<file path="config.mk">
export PLATFORM = sky130hd
export DESIGN_NAME = msg_field_extractor
export DESIGN_NICKNAME = d
export VERILOG_FILES = /design/src/rtl/msg_field_extractor.sv
export SDC_FILE = /design/constraint.sdc
export NUM_CORES = 1
export LEC_CHECK = 0
export BUFFER_PORTS_ARGS = -buffer_cell sky130_fd_sc_hd__buf_2
export CORE_MARGIN = 2
export CORE_UTILIZATION = 55
export CTS_CLUSTER_SIZE = 24
export DETAILED_ROUTE_END_ITERATION = 7
export MAX_ROUTING_LAYER = met4
export PLACE_DENSITY_LB_ADDON = 0.1
export SLEW_MARGIN = 25
export SYNTH_ARGS = -nofsm -noshare
export SYNTH_HDL_FRONTEND = slang
export SYNTH_SLANG_ARGS = --single-unit
</file>
<file path="constraint.sdc">
create_clock -name clk -period 4 [get_ports clk]
set_clock_uncertainty 0.05 [all_clocks]
set_input_delay 0.2 -clock clk [delete_from_list [all_inputs] [get_ports clk]]
set_output_delay 0.2 -clock clk [all_outputs]
set_load 0.1 [all_outputs]
</file>
<file path="src/rtl/msg_field_extractor.sv">
module msg_field_extractor #(
  parameter logic [7:0] MATCH_TYPE = 8'h54,
  parameter int         LEN_W      = 16,
  parameter int         MIN_LEN    = 5
) (
  input  logic        clk,
  input  logic        rst,
  input  logic        in_valid,
  input  logic [7:0]  in_data,
  output logic        in_ready,
  output logic        out_valid,
  output logic [31:0] out_data,
  input  logic        out_ready,
  output logic        msg_done
);
  localparam int CNT_W = LEN_W + 1;

  logic [CNT_W-1:0] pos;
  logic [7:0]       len_hi;
  logic [LEN_W-1:0] len;
  logic [7:0]       kind;
  logic [31:0]      secs;

  wire              take     = in_valid && in_ready;
  wire [LEN_W-1:0]  len_now  = {len_hi, in_data};
  wire [CNT_W-1:0]  last_pos = {1'b0, len} + CNT_W'(1);
  wire              at_end   = (pos == CNT_W'(1)) ? (len_now == '0)
                                                  : (pos >= CNT_W'(2) && pos == last_pos);
  wire [31:0]       sec_now  = (pos == CNT_W'(6)) ? {secs[23:0], in_data} : secs;
  wire              hit      = (len >= LEN_W'(MIN_LEN)) && (kind == MATCH_TYPE);

  assign in_ready = !out_valid || out_ready;

  always_ff @(posedge clk) begin
    if (rst) begin
      pos       <= '0;
      len_hi    <= '0;
      len       <= '0;
      kind      <= '0;
      secs      <= '0;
      out_valid <= 1'b0;
      out_data  <= '0;
      msg_done  <= 1'b0;
    end else begin
      msg_done <= 1'b0;
      if (out_valid && out_ready) out_valid <= 1'b0;
      if (take) begin
        pos <= pos + CNT_W'(1);
        if (pos == CNT_W'(0)) len_hi <= in_data;
        if (pos == CNT_W'(1)) len    <= len_now;
        if (pos == CNT_W'(2)) kind   <= in_data;
        if (pos >= CNT_W'(3) && pos <= CNT_W'(6)) secs <= {secs[23:0], in_data};
        if (at_end) begin
          pos      <= '0;
          msg_done <= 1'b1;
          if (pos != CNT_W'(1) && hit) begin
            out_valid <= 1'b1;
            out_data  <= sec_now;
          end
        end
      end
    end
  end

  a_r1_reset_clears: assert property (@(posedge clk)
    rst |=> (pos == '0 && !out_valid && !msg_done));

  a_r2_pos_bound: assert property (@(posedge clk) disable iff (rst)
    (pos >= CNT_W'(2)) |-> (pos <= last_pos));

  a_r3_done_restarts: assert property (@(posedge clk) disable iff (rst)
    msg_done |-> (pos == '0));

  a_r3_done_single: assert property (@(posedge clk) disable iff (rst)
    msg_done |=> !msg_done);

  a_r5_word_on_done: assert property (@(posedge clk) disable iff (rst)
    $rose(out_valid) |-> msg_done);

  a_r8_hold: assert property (@(posedge clk) disable iff (rst)
    (out_valid && !out_ready) |=> (out_valid && $stable(out_data)));

  a_r9_idle_no_advance: assert property (@(posedge clk) disable iff (rst)
    !in_valid |=> $stable(pos));
endmodule

</file>
==> metrics.md, run 1 <==
| Metric | Value |
|---|---|
| Status | `finished clean` |
| Synth cell count leaders | `nand2_1, dfxtp_1, a21oi_1, clkbuf_1, nor2_1` |
| Hold Crit Depth | `4` |
| Power share of the combinational group | `0.052` |
| Sw Ratio | `0.2246` |
| Synth Warn # | `0` |
| Power Dens Cells | `435.2 nW/µm²` |
| Ant diodes | `0` |
| Asr flop ratio synth | `0` |
| Die Footprint | `11260 µm²` |
| EDFF count, synth | `0` |
| Core area | `10230 µm²` |
| Yosys reg bits | `115` |
| Cell count after synthesis | `706` |
| Synthesized Nets | `725` |
| Endpoints failing hold | `0` |
| Clock buffer depth | `2` |
| Switching power | `0.0006527 W` |
| Drt drc | `0` |
| Vias in the first global route | `4394` |
| RSZ-0062 raised after global routing | `no` |
| Antenna violations before repair | `0` |
| Hold WC Path Type | `input port to register` |
| Synth Flop Type | `dfxtp_1` |
| Relative slew slack | `0.3287` |
| Critical path arrival | `4.06 ns` |
| Global-route wire length before repair | `21740 µm` |
| Worst slew pin tran | `1.007 ns` |
| Req. time, crit path | `4.36 ns` |
| Final TNS setup | `0 ns` |
| Vias per cell | `5.512` |
| Worst r2r src | `len[0]$_SDFFE_PP0P_` |
| Min Tclk post-route | `3.703 ns` |
| Nets@finish | `755` |
| Post-route clock period utilization | `0.9257` |
| Post-CTS Setup Bufs | `0` |
| Clk_lat worst skew | `0.52 ns` |
| CP Capture Type | `register` |
| Area delta synth->final | `16.40%` |
| Synth area leader | `dfxtp_1` |
| Critical path launch point type | `register` |
| # setup viols final | `0` |
| Wire per inst | `15.07 µm` |
| Max Fclk | `270.1 MHz` |
| Hold EP | `out_valid$_SDFF_PP0_` |
| DR iter-0 viols | `380` |
| Maximum fanout along the worst path | `32` |
| Largest net degree at the start of global routing | `105` |
| CTS clk-pin slew, worst paths | `0.06 ns` |
| Ports | `47` |
| Post-DRT Antenna Nets | `0` |
| Sequential share of the synthesized area | `0.4013` |
| WS Path Type | `register to register` |
| TritonRoute pass-1 iters | `5` |
| Hold-fix buffers, CTS | `8` |
| Synth cell types | `52` |
| Via Count | `4873` |
| Layout cells sized above 1 | `0.1684` |
| HPWL after DPL | `8307 µm` |
| Hold Crit Start | `in_valid` |
| Die extent in y | `106.1 µm` |
| Largest cells by area after synthesis | `dfxtp_1, nand2_1, mux2_4, a21oi_1, nor2b_1` |
| Min Hold Slack | `0.03256 ns` |
| Flop pwr share | `0.410` |
| Reg2Reg Depth | `9` |
| Peak supply drop | `0.3599 mV` |
| Die width | `106.1 µm` |
| Post-Syn Area | `5737 µm²` |
| GRT Overall Usage | `0.2472` |
| Max-slew violations | `0` |
| Initial Util | `0.5607` |
| CTS Buf Count | `17` |
| Post_cts resized | `0` |
| RD Place Congestion | `0.8772` |
| Avg Cell Area, Syn | `8.126 µm²` |
| Port bufs | `46` |
| CTS tree | `done` |
| Maxcap violations | `0` |
| Total congestion overflow | `0` |
| Worst reg2reg endpoint | `out_data[0]$_SDFFE_PP0P_` |
| Reg2Reg Setup Slack | `0.30 ns` |
| Post-Route WL | `13320 µm` |
| Root Buffer Master | `clkbuf_8` |
| Clk pwr share | `0.539` |
| Internal power | `0.002253 W` |
| Top-count cell post-synth | `nand2_1` |
| Leakage | `2.647 nW` |
| CTS H-tree depth | `4` |
| Row count | `37` |
| Clk sinks | `115` |
| Yosys top cell area share | `0.4013` |
worst max path at each step:
stage / startpoint / endpoint / slack [ns] / cells past startpoint
after floorplan: len[0]$_SDFFE_PP0P_ / out_data[0]$_SDFFE_PP0P_ / 0.66 / 11
after global placement: len[0]$_SDFFE_PP0P_ / out_data[6]$_SDFFE_PP0P_ / 0.43 / 9
after detailed placement: len[0]$_SDFFE_PP0P_ / out_data[12]$_SDFFE_PP0P_ / 0.33 / 9
after CTS: len[0]$_SDFFE_PP0P_ / out_data[13]$_SDFFE_PP0P_ / 0.31 / 9
after global routing: len[0]$_SDFFE_PP0P_ / out_data[13]$_SDFFE_PP0P_ / 0.14 / 9
final: len[0]$_SDFFE_PP0P_ / out_data[0]$_SDFFE_PP0P_ / 0.30 / 9
stage by stage:
step | worst slack, ns | utilization | instances | power [W] | cell area, µm²
global placement | 0.4317 | 0.5854 | 845 | 0.001353 | 5989
CTS | 0.3075 | 0.6527 | 884 | 0.002917 | 6678
floorplan | 0.6631 | - | 706 | 0.001313 | 5737
detailed placement | 0.3285 | 0.5857 | 845 | 0.001357 | 5992
finish | 0.2973 | 0.6527 | 884 | 0.002906 | 6678
global route | 0.1446 | 0.6527 | 884 | 0.002984 | 6678
worst max-delay path: stages (launching register included):
cell,delay [ns]
dfxtp_1,0.46
ha_1,0.34
nand3_2,0.15
nor4_2,0.36
xnor2_1,0.09
or4b_1,0.50
or4_1,0.54
or3b_2,0.53
buf_12,0.21
mux2_4,0.32
area by class of cell:
type,instances,area [µm²]
fill,886,3553
clock buffer,21,449.2
timing repair buffer,60,370.4
multi-input combinational,531,3188
clock inverter,10,156.4
inverter,11,41.29
sequential,115,2302
tap,136,170.2
cell usage in the layout, fill, tap and decap left out, drive strengths merged, types with 7 or more instances in the layout:
cell         instances
nand2              188
ha                   7
nand3               15
o21ai                7
clkbuf              21
nor4                14
xor2                15
nor2b               34
xnor2               20
dlygate4sd3          8
dfxtp              115
nor2                35
buf                 52
inv                 11
mux2                32
nor3                 9
a21oi               89
mux2i                8
nand4               11
sequential cells by signal, summed over array words and instances, names as in the netlist:
name / cells
kind: 8
len: 16
len_hi: 8
msg_done: 1
out_data: 32
out_valid: 1
pos: 17
secs: 32
power groups by stage:
stage | Sequential (W) | Clock, W | Combinational, W
6_report | 0.00119 | 0.00157 | 0.000150
5_1_grt | 0.00119 | 0.00162 | 0.000166
4_1_cts | 0.00119 | 0.00158 | 0.000149
3_5_place_dp | 0.00121 | 0 | 0.000142
3_3_place_gp | 0.00121 | 0 | 0.000139
2_1_floorplan | 0.00120 | 0 | 0.000108
per-layer routing:
metal  part of all wire  GRT usage  wire [µm]  vias to the layer above
met5                  0          -          0                        -
met4              0.011    0.07801        140                        0
met3              0.046    0.04660        614                       14
met2               0.44     0.3489       5884                      129
met1               0.50     0.3573       6683                     2288
li1                   -          -          -                     2442
cell families after synthesis:
kind of cell / share of synthesized area
and+or+nand+nor: 0.2855
DFF: 0.4013
AOI/OAI and AO/OA: 0.1027
buffers and inverters: 0.04536
muxes: 0.09640
xor gates and xnor gates: 0.05344
adders and majority gates: 0.01527
No activity file was read; power rests on OpenSTA's default activity.
==> run 2, diff against run 1 <==
==> constraint.sdc (replaced) <==
create_clock -name clk -period 3.5 [get_ports clk]
set_clock_uncertainty 0.05 [all_clocks]
set_input_delay 0.175 -clock clk [delete_from_list [all_inputs] [get_ports clk]]
set_output_delay 0.175 -clock clk [all_outputs]
set_load 0.1 [all_outputs]
==> metrics.md, run 2 (synthesis gave the netlist of run 1 again) <==
| Metric | Value |
|---|---|
| Status | `finished clean` |
| Nets@finish | `769` |
| Hold Crit Depth | `4` |
| Layout cells sized above 1 | `0.1861` |
| CTS H-tree depth | `4` |
| Hold WC Path Type | `input port to register` |
| Final TNS setup | `0 ns` |
| DR iter-0 viols | `277` |
| Row count | `37` |
| Pre-CTS setup slack | `0.1067 ns` |
| Max Fclk | `296.2 MHz` |
| Wire per inst | `15.39 µm` |
| Worst reg2reg endpoint | `out_data[1]$_SDFFE_PP0P_` |
| Post-DRT Antenna Nets | `0` |
| # setup viols final | `0` |
| Maximum fanout along the worst path | `32` |
| Clk sinks | `115` |
| Vias in the first global route | `4662` |
| Maxcap violations | `0` |
| Post-Route WL | `13830 µm` |
| Die Footprint | `11260 µm²` |
| CTS clk-pin slew, worst paths | `0.06 ns` |
| Hold Crit Start | `out_ready` |
| Top flop regs | `out_data (32), secs (32), pos (17)` |
| Most common cell after layout, fill and taps aside | `nand2_1` |
| Max-slew violations | `0` |
| Critical path arrival | `3.73 ns` |
| CTS Buf Count | `17` |
| Post-route clock period utilization | `0.9646` |
| Area delta synth->final | `18.02%` |
| GR Util met2 | `0.3938` |
| Die width | `106.1 µm` |
| Peak supply drop | `0.3328 mV` |
| Antenna violations before repair | `0` |
| Worst slew pin tran | `0.7339 ns` |
| Global-route wire length before repair | `23140 µm` |
| Reg2Reg Depth | `9` |
| Port bufs | `46` |
| Min Hold Slack | `0.09091 ns` |
| Endpoints failing hold | `0` |
| Min Tclk post-route | `3.376 ns` |
| GRT Overall Usage | `0.2671` |
| Die extent in y | `106.1 µm` |
| Most frequent cells in the layout | `nand2_1, dfxtp_1, a21oi_1` |
| Power Dens Cells | `482.5 nW/µm²` |
| Ports | `47` |
| Clk_lat worst skew | `0.52 ns` |
| RSZ-0062 raised after global routing | `no` |
| Reg2Reg Setup Slack | `0.12 ns` |
| Dpl cell area | `6090 µm²` |
| TritonRoute pass-1 iters | `5` |
| Met3 Track Usage GR | `0.05518` |
| Worst r2r src | `len[0]$_SDFFE_PP0P_` |
| CP Capture Type | `register` |
| Hold EP | `out_valid$_SDFF_PP0_` |
| Req. time, crit path | `3.86 ns` |
| HPWL after DPL | `9068 µm` |
| Power Total | `0.003267 W` |
| Root Buffer Master | `clkbuf_8` |
| Critical path launch point type | `register` |
| Total congestion overflow | `0` |
| Design area | `6770 µm²` |
| Drt drc | `0` |
| Clock buffer depth | `2` |
| Relative slew slack | `0.5107` |
| Most used routing layer | `met2` |
| Largest net degree at the start of global routing | `77` |
| Met1 usage | `0.3716` |
| WS Path Type | `register to register` |
| Final worst slack | `0.1238 ns` |
| CTS tree | `done` |
| Leakage | `2.703 nW` |
| RD Place Congestion | `0.8561` |
| Via Count | `4976` |
| Core area | `10230 µm²` |
| Vias per cell | `5.535` |
| Initial Util | `0.5607` |
| Ant diodes | `0` |
[run 2: worst max path at each step]
stage | from | to | slack [ns] | cells after the start
floorplan | len[0]$_SDFFE_PP0P_ | out_data[0]$_SDFFE_PP0P_ | 0.16 | 11
global placement | len[2]$_SDFFE_PP0P_ | out_data[7]$_SDFFE_PP0P_ | 0.22 | 8
detailed placement | len[0]$_SDFFE_PP0P_ | out_data[12]$_SDFFE_PP0P_ | 0.11 | 9
CTS | len[0]$_SDFFE_PP0P_ | out_data[12]$_SDFFE_PP0P_ | 0.1 | 9
global route | len[0]$_SDFFE_PP0P_ | out_data[12]$_SDFFE_PP0P_ | 0.01 | 9
finish | len[0]$_SDFFE_PP0P_ | out_data[1]$_SDFFE_PP0P_ | 0.12 | 9
[run 2: cell type report]
| cell class | instances | area, µm² |
|---|---|---|
| Inverter | 11 | 41.29 |
| Sequential cell | 115 | 2303 |
| Clock buffer | 19 | 431.7 |
| Tap cell | 136 | 170.2 |
| Clock inverter | 13 | 157.7 |
| Timing Repair Buffer | 74 | 478.0 |
| Fill cell | 865 | 3461 |
| Multi-Input combinational cell | 531 | 3188 |
[run 2: what timing repair did]
action                                  4_1_cts  5_1_grt
resized for setup                             0        1
hold endpoints to repair                     33        0
buffers inserted                              0        0
hold buffers                                  9        0
endpoints found under the setup margin        0       26
[run 2: per-stage QoR]
stage	instances	utilization
final	899	0.6617
after global routing	899	0.6617
after CTS	899	0.6616
after detailed placement	858	0.5952
after global placement	858	0.5950
after floorplan	706	-
[run 2: metal layers]
layer,up-vias,share of wire
li1,2473,-
met1,2325,0.47
met2,163,0.47
met3,15,0.055
met4,0,0.0098
met5,-,0
[run 2: power by group]
part | switching, W | total [W] | internal [W]
Combinational | 0.000122 | 0.000188 | 0.0000661
Clock | 0.000623 | 0.00172 | 0.00110
Sequential | 0.0000236 | 0.00136 | 0.00133
[run 2: critical path: stages, from the launching register on]
cell and delay (ns):
dfxtp_1 0.41, ha_1 0.21, nand3_2 0.12, nor4_2 0.35, xnor2_1 0.13, or4b_1 0.51, or4_1 0.43, or3b_2 0.50
buf_12 0.22, mux2_4 0.32
